### config.mk
export PLATFORM = sky130hd
export DESIGN_NAME = xfer_lim_top
export DESIGN_NICKNAME = d
export VERILOG_FILES = /design/src/rtl/xfer_lim_pkg.sv /design/src/rtl/xfer_lim_cell.sv /design/src/rtl/xfer_lim_bus.sv /design/src/rtl/xfer_lim_top.sv
export SDC_FILE = /design/constraint.sdc
export NUM_CORES = 1
export LEC_CHECK = 0
export BUFFER_PORTS_ARGS = -buffer_cell sky130_fd_sc_hd__buf_2
export CAP_MARGIN = 20
export CORE_AREA = 5 5 180 182
export CTS_BUF_LIST = sky130_fd_sc_hd__clkbuf_4
export CTS_CLUSTER_DIAMETER = 150
export CTS_CLUSTER_SIZE = 30
export DETAILED_ROUTE_END_ITERATION = 6
export DIE_AREA = 0 0 185 187
export SYNTH_ARGS = -nofsm -noshare
export SYNTH_HDL_FRONTEND = slang
export SYNTH_SLANG_ARGS = --single-unit
### constraint.sdc
create_clock -name clk -period 0.8 [get_ports clk]
set_input_delay 0.16 -clock clk [delete_from_list [all_inputs] [get_ports clk]]
set_output_delay 0.16 -clock clk [all_outputs]
set_load 0.01 [all_outputs]
### src/rtl/xfer_lim_pkg.sv
package xfer_lim_pkg;

   // per-bus grouping of limiter lanes
   typedef enum logic {
      MODE_WORD = 1'b0,
      MODE_LONG = 1'b1
   } xfer_mode_e;

   localparam int unsigned DEF_NUM_BUS = 2;
   localparam int unsigned DEF_LANES   = 4;
   localparam int unsigned DEF_SRC_W   = 40;
   localparam int unsigned DEF_WORD_W  = 16;

endpackage

### src/rtl/xfer_lim_cell.sv
// One saturating limiter of OUT_W bits. Substitutes a full-scale value of the
// source sign when the transfer is a limiting one and the flag is set.
module xfer_lim_cell #(
   parameter int unsigned OUT_W = 16
) (
   input  logic             sign_i,
   input  logic [OUT_W-1:0] pass_i,
   input  logic             flag_i,
   input  logic             en_i,
   output logic [OUT_W-1:0] word_o,
   output logic             hit_o
);

   localparam logic [OUT_W-1:0] POS_FULL = {1'b0, {(OUT_W-1){1'b1}}};
   localparam logic [OUT_W-1:0] NEG_FULL = {1'b1, {(OUT_W-1){1'b0}}};

   initial begin
      assert (OUT_W >= 2) else $error("xfer_lim_cell: OUT_W must be at least 2");
   end

   always_comb begin
      hit_o = flag_i & en_i;
      if (hit_o) begin
         word_o = sign_i ? NEG_FULL : POS_FULL;
      end else begin
         word_o = pass_i;
      end
   end

endmodule

### src/rtl/xfer_lim_bus.sv
// One bus: LANES word limiters plus LANES/2 long limiters, a mode mux and
// the output register stage.
module xfer_lim_bus
   import xfer_lim_pkg::*;
#(
   parameter int unsigned LANES  = DEF_LANES,
   parameter int unsigned SRC_W  = DEF_SRC_W,
   parameter int unsigned WORD_W = DEF_WORD_W
) (
   input  logic                    clk,
   input  logic                    rst_n,
   input  logic                    long_i,
   input  logic [LANES*SRC_W-1:0]  src_i,
   input  logic [LANES-1:0]        flag_i,
   input  logic [LANES-1:0]        en_i,
   output logic [LANES*WORD_W-1:0] word_o,
   output logic [LANES-1:0]        sat_o
);

   localparam int unsigned PAIRS    = LANES / 2;
   localparam int unsigned LONG_W   = 2 * WORD_W;
   localparam int unsigned PASS_MSB = LONG_W - 1;
   localparam int unsigned SIGN_BIT = SRC_W - 1;
   localparam int unsigned MID_W    = SRC_W - 1 - LONG_W;
   localparam logic [WORD_W-1:0] POS_W = {1'b0, {(WORD_W-1){1'b1}}};
   localparam logic [WORD_W-1:0] NEG_W = {1'b1, {(WORD_W-1){1'b0}}};

   initial begin
      assert (LANES >= 2 && (LANES % 2) == 0)
         else $error("xfer_lim_bus: LANES must be even and non-zero");
      assert (SRC_W >= LONG_W + 2)
         else $error("xfer_lim_bus: SRC_W must exceed twice WORD_W plus guard bit");
   end

   logic [WORD_W-1:0] short_word [LANES];
   logic [LANES-1:0]  short_hit;
   logic [LONG_W-1:0] long_word  [PAIRS];
   logic [PAIRS-1:0]  long_hit;
   logic [LANES*WORD_W-1:0] nxt_word;
   logic [LANES-1:0]        nxt_sat;

   // word limiters, one per lane
   for (genvar l = 0; l < LANES; l++) begin : g_lane
      logic [SRC_W-1:0] lane_src;
      logic [MID_W-1:0] unused_mid;
      assign lane_src   = src_i[l*SRC_W +: SRC_W];
      assign unused_mid = lane_src[SIGN_BIT-1 -: MID_W];

      xfer_lim_cell #(.OUT_W(WORD_W)) u_cell (
         .sign_i (lane_src[SIGN_BIT]),
         .pass_i (lane_src[PASS_MSB -: WORD_W]),
         .flag_i (flag_i[l]),
         .en_i   (en_i[l]),
         .word_o (short_word[l]),
         .hit_o  (short_hit[l])
      );
   end

   // long limiters, fed by the even lane of each pair
   for (genvar p = 0; p < PAIRS; p++) begin : g_pair
      logic [SRC_W-1:0] pair_src;
      assign pair_src = src_i[(2*p)*SRC_W +: SRC_W];

      xfer_lim_cell #(.OUT_W(LONG_W)) u_cell (
         .sign_i (pair_src[SIGN_BIT]),
         .pass_i (pair_src[PASS_MSB:0]),
         .flag_i (flag_i[2*p]),
         .en_i   (en_i[2*p]),
         .word_o (long_word[p]),
         .hit_o  (long_hit[p])
      );
   end

   // mode mux: even lane takes the low half of its pair, odd lane the high half
   for (genvar l = 0; l < LANES; l++) begin : g_mux
      localparam int unsigned PR   = l / 2;
      localparam int unsigned HALF = l % 2;
      always_comb begin
         if (xfer_mode_e'(long_i) == MODE_LONG) begin
            nxt_word[l*WORD_W +: WORD_W] = long_word[PR][HALF*WORD_W +: WORD_W];
            nxt_sat[l]                   = long_hit[PR];
         end else begin
            nxt_word[l*WORD_W +: WORD_W] = short_word[l];
            nxt_sat[l]                   = short_hit[l];
         end
      end
   end

   always_ff @(posedge clk or negedge rst_n) begin
      if (!rst_n) begin
         word_o <= '0;
         sat_o  <= '0;
      end else begin
         word_o <= nxt_word;
         sat_o  <= nxt_sat;
      end
   end


   reset_clear_chk: assert property (@(posedge clk)
      !rst_n |=> (word_o == '0 && sat_o == '0));

   for (genvar l = 0; l < LANES; l++) begin : g_lane_chk

      word_pos_chk: assert property (@(posedge clk) disable iff (!rst_n)
         (!long_i && en_i[l] && flag_i[l] && !src_i[l*SRC_W + SIGN_BIT])
         |=> (sat_o[l] && word_o[l*WORD_W +: WORD_W] == POS_W));

      word_neg_chk: assert property (@(posedge clk) disable iff (!rst_n)
         (!long_i && en_i[l] && flag_i[l] && src_i[l*SRC_W + SIGN_BIT])
         |=> (sat_o[l] && word_o[l*WORD_W +: WORD_W] == NEG_W));

      word_pass_chk: assert property (@(posedge clk) disable iff (!rst_n)
         (!long_i && !(en_i[l] && flag_i[l]))
         |=> (!sat_o[l] && word_o[l*WORD_W +: WORD_W]
              == $past(src_i[l*SRC_W + PASS_MSB -: WORD_W])));
   end

   for (genvar p = 0; p < PAIRS; p++) begin : g_pair_chk

      long_sat_chk: assert property (@(posedge clk) disable iff (!rst_n)
         (long_i && en_i[2*p] && flag_i[2*p])
         |=> (word_o[(2*p+1)*WORD_W +: WORD_W]
              == ($past(src_i[(2*p)*SRC_W + SIGN_BIT]) ? NEG_W : POS_W)));

      long_flag_chk: assert property (@(posedge clk) disable iff (!rst_n)
         long_i |=> (sat_o[2*p] == sat_o[2*p+1]
                     && sat_o[2*p] == $past(en_i[2*p] && flag_i[2*p])));
   end

endmodule

### src/rtl/xfer_lim_top.sv
// Two (NUM_BUS) limiter buses side by side on flat port vectors.
module xfer_lim_top
   import xfer_lim_pkg::*;
#(
   parameter int unsigned NUM_BUS = DEF_NUM_BUS,
   parameter int unsigned LANES   = DEF_LANES,
   parameter int unsigned SRC_W   = DEF_SRC_W,
   parameter int unsigned WORD_W  = DEF_WORD_W
) (
   input  logic                            clk,
   input  logic                            rst_n,
   input  logic [NUM_BUS-1:0]              long_i,
   input  logic [NUM_BUS*LANES*SRC_W-1:0]  src_i,
   input  logic [NUM_BUS*LANES-1:0]        flag_i,
   input  logic [NUM_BUS*LANES-1:0]        en_i,
   output logic [NUM_BUS*LANES*WORD_W-1:0] word_o,
   output logic [NUM_BUS*LANES-1:0]        sat_o
);

   localparam int unsigned BUS_SRC_W  = LANES * SRC_W;
   localparam int unsigned BUS_WORD_W = LANES * WORD_W;

   initial begin
      assert (NUM_BUS >= 1) else $error("xfer_lim_top: NUM_BUS must be at least 1");
   end

   for (genvar b = 0; b < NUM_BUS; b++) begin : g_bus
      xfer_lim_bus #(
         .LANES  (LANES),
         .SRC_W  (SRC_W),
         .WORD_W (WORD_W)
      ) u_bus (
         .clk    (clk),
         .rst_n  (rst_n),
         .long_i (long_i[b]),
         .src_i  (src_i[b*BUS_SRC_W +: BUS_SRC_W]),
         .flag_i (flag_i[b*LANES +: LANES]),
         .en_i   (en_i[b*LANES +: LANES]),
         .word_o (word_o[b*BUS_WORD_W +: BUS_WORD_W]),
         .sat_o  (sat_o[b*LANES +: LANES])
      );
   end

endmodule

==> metrics <==
peak fanout along the critical path=1; antenna violations before repair=1; WP buf/inv=1; Worst Setup SP=g_bus[0].u_bus.word_o[31]$_DFF_PN0_; GRT Total Usage=14.8%; first-pass iteration count of the detailed router=4; VDD IR max=567 uV; violated checks=negative setup slack; Final Util=35.4%; core footprint=0.0304 mm2; Setup WS post-layout=-0.461 ns; worst slew pin tran=0.513 ns; die height=187 um; largest net degree at the start of global routing=34; number of flops mapped to enable cells by yosys=0; crit start category=flip-flop; Max Cap Viol=0; final period utilization=158%; Lkg Pwr=0.00516 uW; Pwr Total=16,700 uW; post-CTS setup buffers=0; most frequent cells after synthesis=dfrtp_1, a21oi_1, mux2i_1; fill cell count=2,975; synth-to-layout area growth=95.2%; number of global-route vias before repair=7,282; TritonCTS Sinks=136; TritonCTS clock tree=done; Max clock buf depth=2; Via-to-Cell Ratio=4.35; DRC=0; Critical Path RT=0.64 ns; synth warn=0; Mapped Area=0.00552 mm2; Rel. slew slack=65.8%; fraction of registers with async set/reset=100%; CP Cell Sequence=buf_2; final net count=1,389; DP HPWL=17.9 mm; Avg Cell Area, Syn=12.0 um2; post-synth top area cell=dfrtp_1; IO Pins=476; Port-buffer cells=355; CP endpoint=word_o[31]; crit path kind=flip-flop to output pin; fmax=793 MHz; CP max stage cell=dfrtp_1; ranking of synthesized cells by area=dfrtp_1, mux2i_1, a21oi_1; Post-Route WL=26.7 mm; CTS Root Cell=clkbuf_4; crit end category=output pin; Netlist cell types=29; Setup violations, final=139; Worst-path clk slew=0.13 ns; fraction of layout cells with a size suffix above 1=43.2%; num rows=64; RSZ-0062 raised after global routing=true; total gr overflow=0; antenna-violating nets left=0; via count=6,354; fin crit period=1.26 ns; Critical Path AT=1.10 ns; Initial Utilization=18.2%; sequential fraction of the synthesis area=61.6%; Final Hold Viols=0; first-pass GRT wire length=40.1 mm; gpl congestion=0.790; Fin Setup TNS=-53.71 ns; Max stage delay on crit path=0.45 ns; Synth Flop Type=dfrtp_1; drt wl/cell=18.3 um; area share of the largest cell type after synthesis=61.6%; overall die area=0.0346 mm2; Slew Viols, Final=0; critical path depth=1; Num CTS Buffers=17; H-tree levels=4; top-count cell post-synth=dfrtp_1; CP top delay family=flip-flops; Initial DRC Count=168; Synth Register Bits=136; Synth Net Count=799; status=complete, but fails checks; Worst Hold Class=primary input to flip-flop; Die Wd=185 um; Post-Synthesis Cells=459; power per cell area=1550 mW/mm2
## sequential cells by signal, indices dropped and copies added, names as in the netlist
| signal | count |
|---|---|
| g_bus.u_bus.word_o | 128 |
| g_bus.u_bus.sat_o | 8 |
## how the worst min path moves through the flow
stage / from / end / cells after the start
6_report: src_i[253] / g_bus[1].u_bus.word_o[45]$_DFF_PN0_ / 3
5_1_grt: en_i[6] / g_bus[1].u_bus.sat_o[3]$_DFF_PN0_ / 3
4_1_cts: en_i[6] / g_bus[1].u_bus.sat_o[3]$_DFF_PN0_ / 3
3_5_place_dp: rst_n / g_bus[0].u_bus.word_o[19]$_DFF_PN0_ / 1
3_3_place_gp: rst_n / g_bus[0].u_bus.word_o[19]$_DFF_PN0_ / 1
2_1_floorplan: rst_n / g_bus[0].u_bus.sat_o[0]$_DFF_PN0_ / 0
## final cells by class
type                            count  area, um2  share of cell area (%)
Sequential cell                   136       3400                    31.6
Multi-Input combinational cell    286       1990                    18.5
Clock buffer                       17        128                    1.18
Tap cell                          396        495                    4.60
Antenna cell                        3       7.51                  0.0696
Inverter                            4       15.0                   0.139
Timing Repair Buffer              604       4640                    43.0
Clock inverter                     15        103                   0.952
## repair_timing
action / CTS / global route
gates resized for setup: 55 / 26
hold endpoints to repair: 268 / 4
cloned: 0 / 0
endpoints found under the setup margin: 136 / 162
hold buffers: 205 / 2
## report_power, final
group	leakage, uW	switching [uW]	internal [uW]	total (uW)
Sequential	0.00156	299	7540	7840
Combinational	0.00347	2130	2590	4720
Clock	0.000122	2910	1230	4140
## worst min-delay path: stages
cell and delay [ns]:
buf_2 0.11, mux2i_1 0.12, a21oi_1 0.12
## cells in the final DEF (no fill, tap or decap), drive strengths merged, types with 2 or more instances in the layout
| cell type | netlist | layout |
|---|---|---|
| buf | 21 | 402 |
| dlygate4sd3 | 0 | 202 |
| dfrtp | 136 | 136 |
| a21oi | 68 | 68 |
| mux2i | 61 | 61 |
| o22ai | 46 | 46 |
| nor2 | 46 | 46 |
| clkbuf | 12 | 17 |
| nand2 | 11 | 11 |
| a221o | 10 | 10 |
| inv | 4 | 8 |
| clkinv | 0 | 7 |
| and3 | 7 | 7 |
| o21ai | 6 | 6 |
| o221a | 5 | 5 |
| clkinvlp | 0 | 4 |
| a21o | 4 | 4 |
| a211oi | 4 | 4 |
| a21bo | 4 | 4 |
| diode | 0 | 3 |
| mux2 | 3 | 3 |
| nand3 | 3 | 3 |
| o21bai | 2 | 2 |
| o211ai | 2 | 2 |
## stage by stage
stage,hold WS [ns],cell area (um2),instances,setup WS [ns]
2_1_floorplan,-0.136,5680,459,-0.194
3_3_place_gp,0.0514,8100,1224,-0.485
3_5_place_dp,0.0499,8100,1224,-0.570
4_1_cts,-0.0307,10700,1461,-0.548
5_1_grt,-0.0321,10800,1459,-0.587
6_report,0.0565,10800,1461,-0.461
## layer usage
metal / up-vias / GRT usage, % / wire, um
li1: 2861 / - / -
met2: 334 / 26.1 / 13500
met1: 3078 / 16.2 / 10200
met4: 0 / 7.57 / 1200
met3: 81 / 4.03 / 1830
met5: - / 0 / 0
## cell families after synthesis
logic type / Yosys count / synth area share [%]
DFF: 136 / 61.6
and+or+nand+nor: 69 / 5.28
AOI/OAI and AO/OA: 153 / 17.6
buffers and inverters: 37 / 3.69
muxes: 64 / 11.9
No activity file was read; power rests on OpenSTA's default activity.
